==> config.mk <==
export PLATFORM = sky130hd
export DESIGN_NAME = pwm_acc_gen
export DESIGN_NICKNAME = d
export VERILOG_FILES = /design/src/rtl/pwm_acc_pkg.sv /design/src/rtl/pwm_acc_stage.sv /design/src/rtl/pwm_acc_phase.sv /design/src/rtl/pwm_acc_cmp.sv /design/src/rtl/pwm_acc_gen.sv
export SDC_FILE = /design/constraint.sdc
export NUM_CORES = 1
export LEC_CHECK = 0
export BUFFER_PORTS_ARGS = -buffer_cell sky130_fd_sc_hd__buf_2
export CORE_MARGIN = 3
export CORE_UTILIZATION = 30
export DETAILED_ROUTE_END_ITERATION = 10
export GPL_TIMING_DRIVEN = 0
export PLACE_DENSITY = 0.56
export REMOVE_ABC_BUFFERS = 1
export SYNTH_ARGS = -nofsm -noshare
export SYNTH_HDL_FRONTEND = slang
export SYNTH_HIERARCHICAL = 1
export SYNTH_SLANG_ARGS = --single-unit
==> constraint.sdc <==
create_clock -name clk -period 5.55 [get_ports clk]
set_clock_uncertainty 0.1 [all_clocks]
set_input_delay 1.11 -clock clk [delete_from_list [all_inputs] [get_ports clk]]
set_output_delay 1.11 -clock clk [all_outputs]
set_load 0.01 [all_outputs]
==> src/rtl/pwm_acc_pkg.sv <==
package pwm_acc_pkg;

  // Width of the threshold and of the integer part of the increment
  localparam int DUTY_W = 8;

  // Reason the output takes its current level
  typedef enum logic [1:0] {
    SRC_IDLE      = 2'd0,
    SRC_ZERO_BASE = 2'd1,
    SRC_ZERO_DUTY = 2'd2,
    SRC_COMPARE   = 2'd3
  } pwm_src_e;

  // Level for a running, nonzero configuration
  function automatic logic level_from(input logic [DUTY_W-1:0] top_byte,
                                      input logic [DUTY_W-1:0] thresh);
    return (top_byte >= thresh);
  endfunction

  // Classify why the output is (or may be) driven
  function automatic pwm_src_e classify(input logic run,
                                       input logic base_nz,
                                       input logic duty_nz);
    if (!run)          return SRC_IDLE;
    else if (!base_nz) return SRC_ZERO_BASE;
    else if (!duty_nz) return SRC_ZERO_DUTY;
    else               return SRC_COMPARE;
  endfunction

endpackage

==> src/rtl/pwm_acc_stage.sv <==
module pwm_acc_stage #(
  parameter int ACC_W  = 16,
  parameter int DUTY_W = 8
) (
  input  logic              clk,
  input  logic              rst_n,
  input  logic              en,
  input  logic              upd_stb,
  input  logic [ACC_W-1:0]  base_in,
  input  logic [DUTY_W-1:0] duty_in,
  input  logic              wrap,
  output logic [ACC_W-1:0]  act_base,
  output logic [DUTY_W-1:0] act_duty,
  output logic              pend_o
);

  logic [ACC_W-1:0]  stg_base;
  logic [DUTY_W-1:0] stg_duty;
  logic              pend;
  logic              load_now;

  // Active settings follow staging while idle, or on a wrap with an armed update
  assign load_now = !en || (wrap && pend);

  always_ff @(posedge clk) begin
    if (!rst_n) begin
      stg_base <= '0;
      stg_duty <= '0;
      act_base <= '0;
      act_duty <= '0;
      pend     <= 1'b0;
    end else begin
      if (load_now) begin
        act_base <= stg_base;
        act_duty <= stg_duty;
      end
      if (upd_stb) begin
        stg_base <= base_in;
        stg_duty <= duty_in;
        pend     <= 1'b1;
      end else if (load_now) begin
        pend     <= 1'b0;
      end
    end
  end

  assign pend_o = pend;


  active_hold_chk: assert property (@(posedge clk) disable iff (!rst_n)
    (en && !wrap) |=> ($stable(act_base) && $stable(act_duty)));


  strobe_arms_chk: assert property (@(posedge clk) disable iff (!rst_n)
    upd_stb |=> pend_o);

endmodule

==> src/rtl/pwm_acc_phase.sv <==
module pwm_acc_phase #(
  parameter int ACC_W = 16
) (
  input  logic             clk,
  input  logic             rst_n,
  input  logic             en,
  input  logic [ACC_W-1:0] inc,
  output logic [ACC_W-1:0] acc,
  output logic             wrap
);

  logic [ACC_W:0] sum_ext;

  // Sum with the carry in the top bit
  function automatic logic [ACC_W:0] add_carry(input logic [ACC_W-1:0] a,
                                               input logic [ACC_W-1:0] b);
    return {1'b0, a} + {1'b0, b};
  endfunction

  assign sum_ext = add_carry(acc, inc);
  assign wrap    = en && sum_ext[ACC_W];

  always_ff @(posedge clk) begin
    if (!rst_n)   acc <= '0;
    else if (!en) acc <= '0;
    else          acc <= sum_ext[ACC_W-1:0];
  end


  idle_clear_chk: assert property (@(posedge clk) disable iff (!rst_n)
    !en |=> (acc == '0));


  zero_inc_freeze_chk: assert property (@(posedge clk) disable iff (!rst_n)
    (en && inc == '0) |=> $stable(acc));

endmodule

==> src/rtl/pwm_acc_cmp.sv <==
module pwm_acc_cmp
  import pwm_acc_pkg::*;
#(
  parameter int ACC_W = 16
) (
  input  logic              en,
  input  logic [ACC_W-1:0]  act_base,
  input  logic [DUTY_W-1:0] act_duty,
  input  logic [ACC_W-1:0]  acc,
  output pwm_src_e          src,
  output logic              pwm
);

  logic [DUTY_W-1:0] top_byte;

  assign top_byte = acc[ACC_W-1 -: DUTY_W];
  assign src      = classify(en, act_base != '0, act_duty != '0);
  assign pwm      = (src == SRC_COMPARE) && level_from(top_byte, act_duty);

endmodule

==> src/rtl/pwm_acc_gen.sv <==
module pwm_acc_gen
  import pwm_acc_pkg::*;
#(
  parameter int INT_W  = 8,
  parameter int FRAC_W = 8
) (
  input  logic                    clk,
  input  logic                    rst_n,
  input  logic                    en,
  input  logic                    upd_stb,
  input  logic [INT_W+FRAC_W-1:0] base_in,
  input  logic [INT_W-1:0]        duty_in,
  output logic                    pwm_o
);

  localparam int ACC_W = INT_W + FRAC_W;

  logic [ACC_W-1:0]  act_base;
  logic [DUTY_W-1:0] act_duty;
  logic [ACC_W-1:0]  acc;
  logic              wrap_evt;
  logic              pend;
  pwm_src_e          out_src;

  pwm_acc_stage #(.ACC_W(ACC_W), .DUTY_W(DUTY_W)) u_stage (
    .clk      (clk),
    .rst_n    (rst_n),
    .en       (en),
    .upd_stb  (upd_stb),
    .base_in  (base_in),
    .duty_in  (duty_in),
    .wrap     (wrap_evt),
    .act_base (act_base),
    .act_duty (act_duty),
    .pend_o   (pend)
  );

  pwm_acc_phase #(.ACC_W(ACC_W)) u_phase (
    .clk   (clk),
    .rst_n (rst_n),
    .en    (en),
    .inc   (act_base),
    .acc   (acc),
    .wrap  (wrap_evt)
  );

  pwm_acc_cmp #(.ACC_W(ACC_W)) u_cmp (
    .en       (en),
    .act_base (act_base),
    .act_duty (act_duty),
    .acc      (acc),
    .src      (out_src),
    .pwm      (pwm_o)
  );


  zero_base_low_chk: assert property (@(posedge clk) disable iff (!rst_n)
    (act_base == '0) |-> !pwm_o);


  zero_duty_low_chk: assert property (@(posedge clk) disable iff (!rst_n)
    (act_duty == '0) |-> !pwm_o);


  locked_pending_chk: assert property (@(posedge clk) disable iff (!rst_n)
    (en && act_base == '0 && pend && !upd_stb) |=> (pend && act_base == '0));

endmodule

==> results.json <==
{
  "cts.clk_slew.worst_paths_ps": 50,
  "routabilityCongestion": 0.799,
  "hold_viol": 0,
  "synth.avg_cell_area_um2": 9.36,
  "crit_path_start_kind": "flop",
  "whs_ps": 354,
  "layout-drive-gt1-share_pct": 14.0,
  "peakVddDrop_v": 0.000131,
  "syn_to_final_growth_pct": 14.2,
  "grt_max_degree": 78,
  "vias_per_cell": 4.82,
  "drc_errors": 0,
  "critPathKind": "reg -> reg",
  "max-slew-margin-rel_pct": 22.8,
  "io_pins": 29,
  "cts_tree": "done",
  "placed_cell_area_mm2": 0.00365,
  "r2r-end": "u_stage/act_duty[1]",
  "syn_inst": 371,
  "numCtsBuffers": 9,
  "die_w_um": 114,
  "ff2ff_path_depth": 10,
  "hpwl_mm": 4.89,
  "drt-initial-drc-count": 94,
  "routedWlPerCell_um": 12.8,
  "start_util_pct": 31.4,
  "dpl_worst_slack_ps": 2060,
  "coreArea_mm2": 0.0111,
  "fin_crit_ps": 3330,
  "wl_mm": 6.83,
  "finalCritPeriodShare_pct": 60.0,
  "yosys_warnings": 6,
  "endpoint": "u_stage/act_duty[1]",
  "crit_slowest_cell": "a311o_2",
  "reg2reg_from": "u_stage/act_base[0]",
  "grt_pass1_vias": 2455,
  "cts_hold_buf": 0,
  "cp.arrival_ps": 3490,
  "finalMaxSlewViolations": 0,
  "path_cells": "ha_1 -> fa_1 -> a21o_1 -> a311o_2 -> a31oi_4 -> nor2_2 -> o31a_1 -> a21boi_4 -> buf_16 -> mux2i_1",
  "grt_setup_unrepaired": "false",
  "fmax_mhz": 300,
  "crit_buf_inv": 1,
  "via_count": 2572,
  "tns_ps": 0,
  "cts_buffer_depth": 2,
  "netlist_area_mm2": 0.00347,
  "path_depth": 10,
  "endpoint_kind": "flop",
  "nets": 442,
  "drtAntennaViolNets": 0,
  "hp-class": "reg -> reg",
  "critPathLaunch": "u_stage/act_base[0]",
  "io_buffers": 28,
  "path_max_fanout": 16,
  "fin_area_mm2": 0.00397,
  "status": "finished clean",
  "numClockSinks": 65,
  "setup_violations": 0,
  "stdcell_count": 534,
  "cts_root_buffer": "clkbuf_16",
  "tightest_slew_ps": 1160,
  "die_h_um": 114,
  "p_leak_uw": 0.00171,
  "post_cts_resized": 0,
  "overflow": 0,
  "postCtsSetupRepairBufs": 0,
  "grt_use_total_pct": 11.5,
  "dieArea_mm2": 0.0129,
  "cp.required_ps": 5710,
  "first_pass_iters": 4,
  "p_per_area_mw_per_mm2": 298,
  "critPathTopFamily": "compound AO/OA/AOI/OAI gates",
  "htree_levels": 3,
  "maxCapViolations": 0,
  "antenna_found_initial": 0,
  "grt_pass1_wl_mm": 11.8,
  "r2r_slack_ps": 2220,
  "num_rows": 38,
  "clkLatencyLatePin_ps": 340,
  "dp_cells": 518,
  "diodes": 0,
  "setup_ws_ps": 2220,
  "cp_slowest_stage_delay_ps": 460
}
==> worst min path at each step <==
stage               slack, ps  depth (start not counted)            startpoint                    to
detailed placement        350                          2  u_stage/stg_base[12]  u_stage/act_base[12]
global route              370                          2   u_stage/stg_duty[7]   u_stage/act_duty[7]
global placement          340                          2  u_stage/stg_base[12]  u_stage/act_base[12]
CTS                       350                          2  u_stage/stg_base[12]  u_stage/act_base[12]
finish                    350                          2   u_stage/stg_duty[7]   u_stage/act_duty[7]
floorplan                 330                          2   u_stage/stg_base[0]   u_stage/act_base[0]
==> per-layer routing <==
| metal | up-vias | wire, um | part of all wire (%) | global-route usage, % |
|---|---|---|---|---|
| met3 | 15 | 160 | 2.3 | 2.33 |
| met5 | - | 0 | 0 | 0 |
| met4 | 0 | 210 | 3.1 | 7.13 |
| met2 | 32 | 3080 | 45 | 17.7 |
| li1 | 1335 | - | - | - |
| met1 | 1190 | 3380 | 49 | 14.7 |
==> report_power, final <==
group | switching (uW) | internal, uW
Combinational | 52.1 | 47.4
Clock | 209 | 374
Sequential | 12.6 | 486
Total | 273 | 908
==> final cells by class <==
cell class              count  area (um^2)
inverters                  14         52.6
repair buffers             29          168
clock buffers              11          253
well taps                 140          175
flip-flops and latches     65         1300
multi-input cells         270         1950
fillers                  1154         7110
clock inverters             5         62.6
==> worst min-delay path, cell delays in order (launching register included) <==
cell and delay (ps):
dfxtp_1 300, nand2_1 50, mux2i_1 50
==> per-stage QoR <==
stage                     util (%)  power [uW]
after floorplan                  -         569
after global placement        32.6         605
after detailed placement      32.9         610
after CTS                     35.8        1200
after global routing          35.8        1240
final                         35.8        1180
==> flip-flops by register name, indices dropped and copies added (netlist names) <==
signal            count
u_stage/act_duty      8
u_stage/pend_o        1
u_stage/act_base     16
u_stage/stg_base     16
u_stage/stg_duty      8
u_phase/acc          16
==> placed cells by master (no fill, tap or decap), types with 4 or more instances in the layout <==
cell        n
xor2_1      5
inv_1      14
o21ai_0     6
o21a_1      5
dfxtp_1    65
mux2i_1    48
a21oi_1    18
ha_1       24
nand3_1     4
nor4_1      6
nor2b_1    25
clkbuf_16   9
nand2_1    61
nor3_1      7
nand4_1     7
buf_2      28
nor2_1     10
No activity file was read; power rests on OpenSTA's default activity.
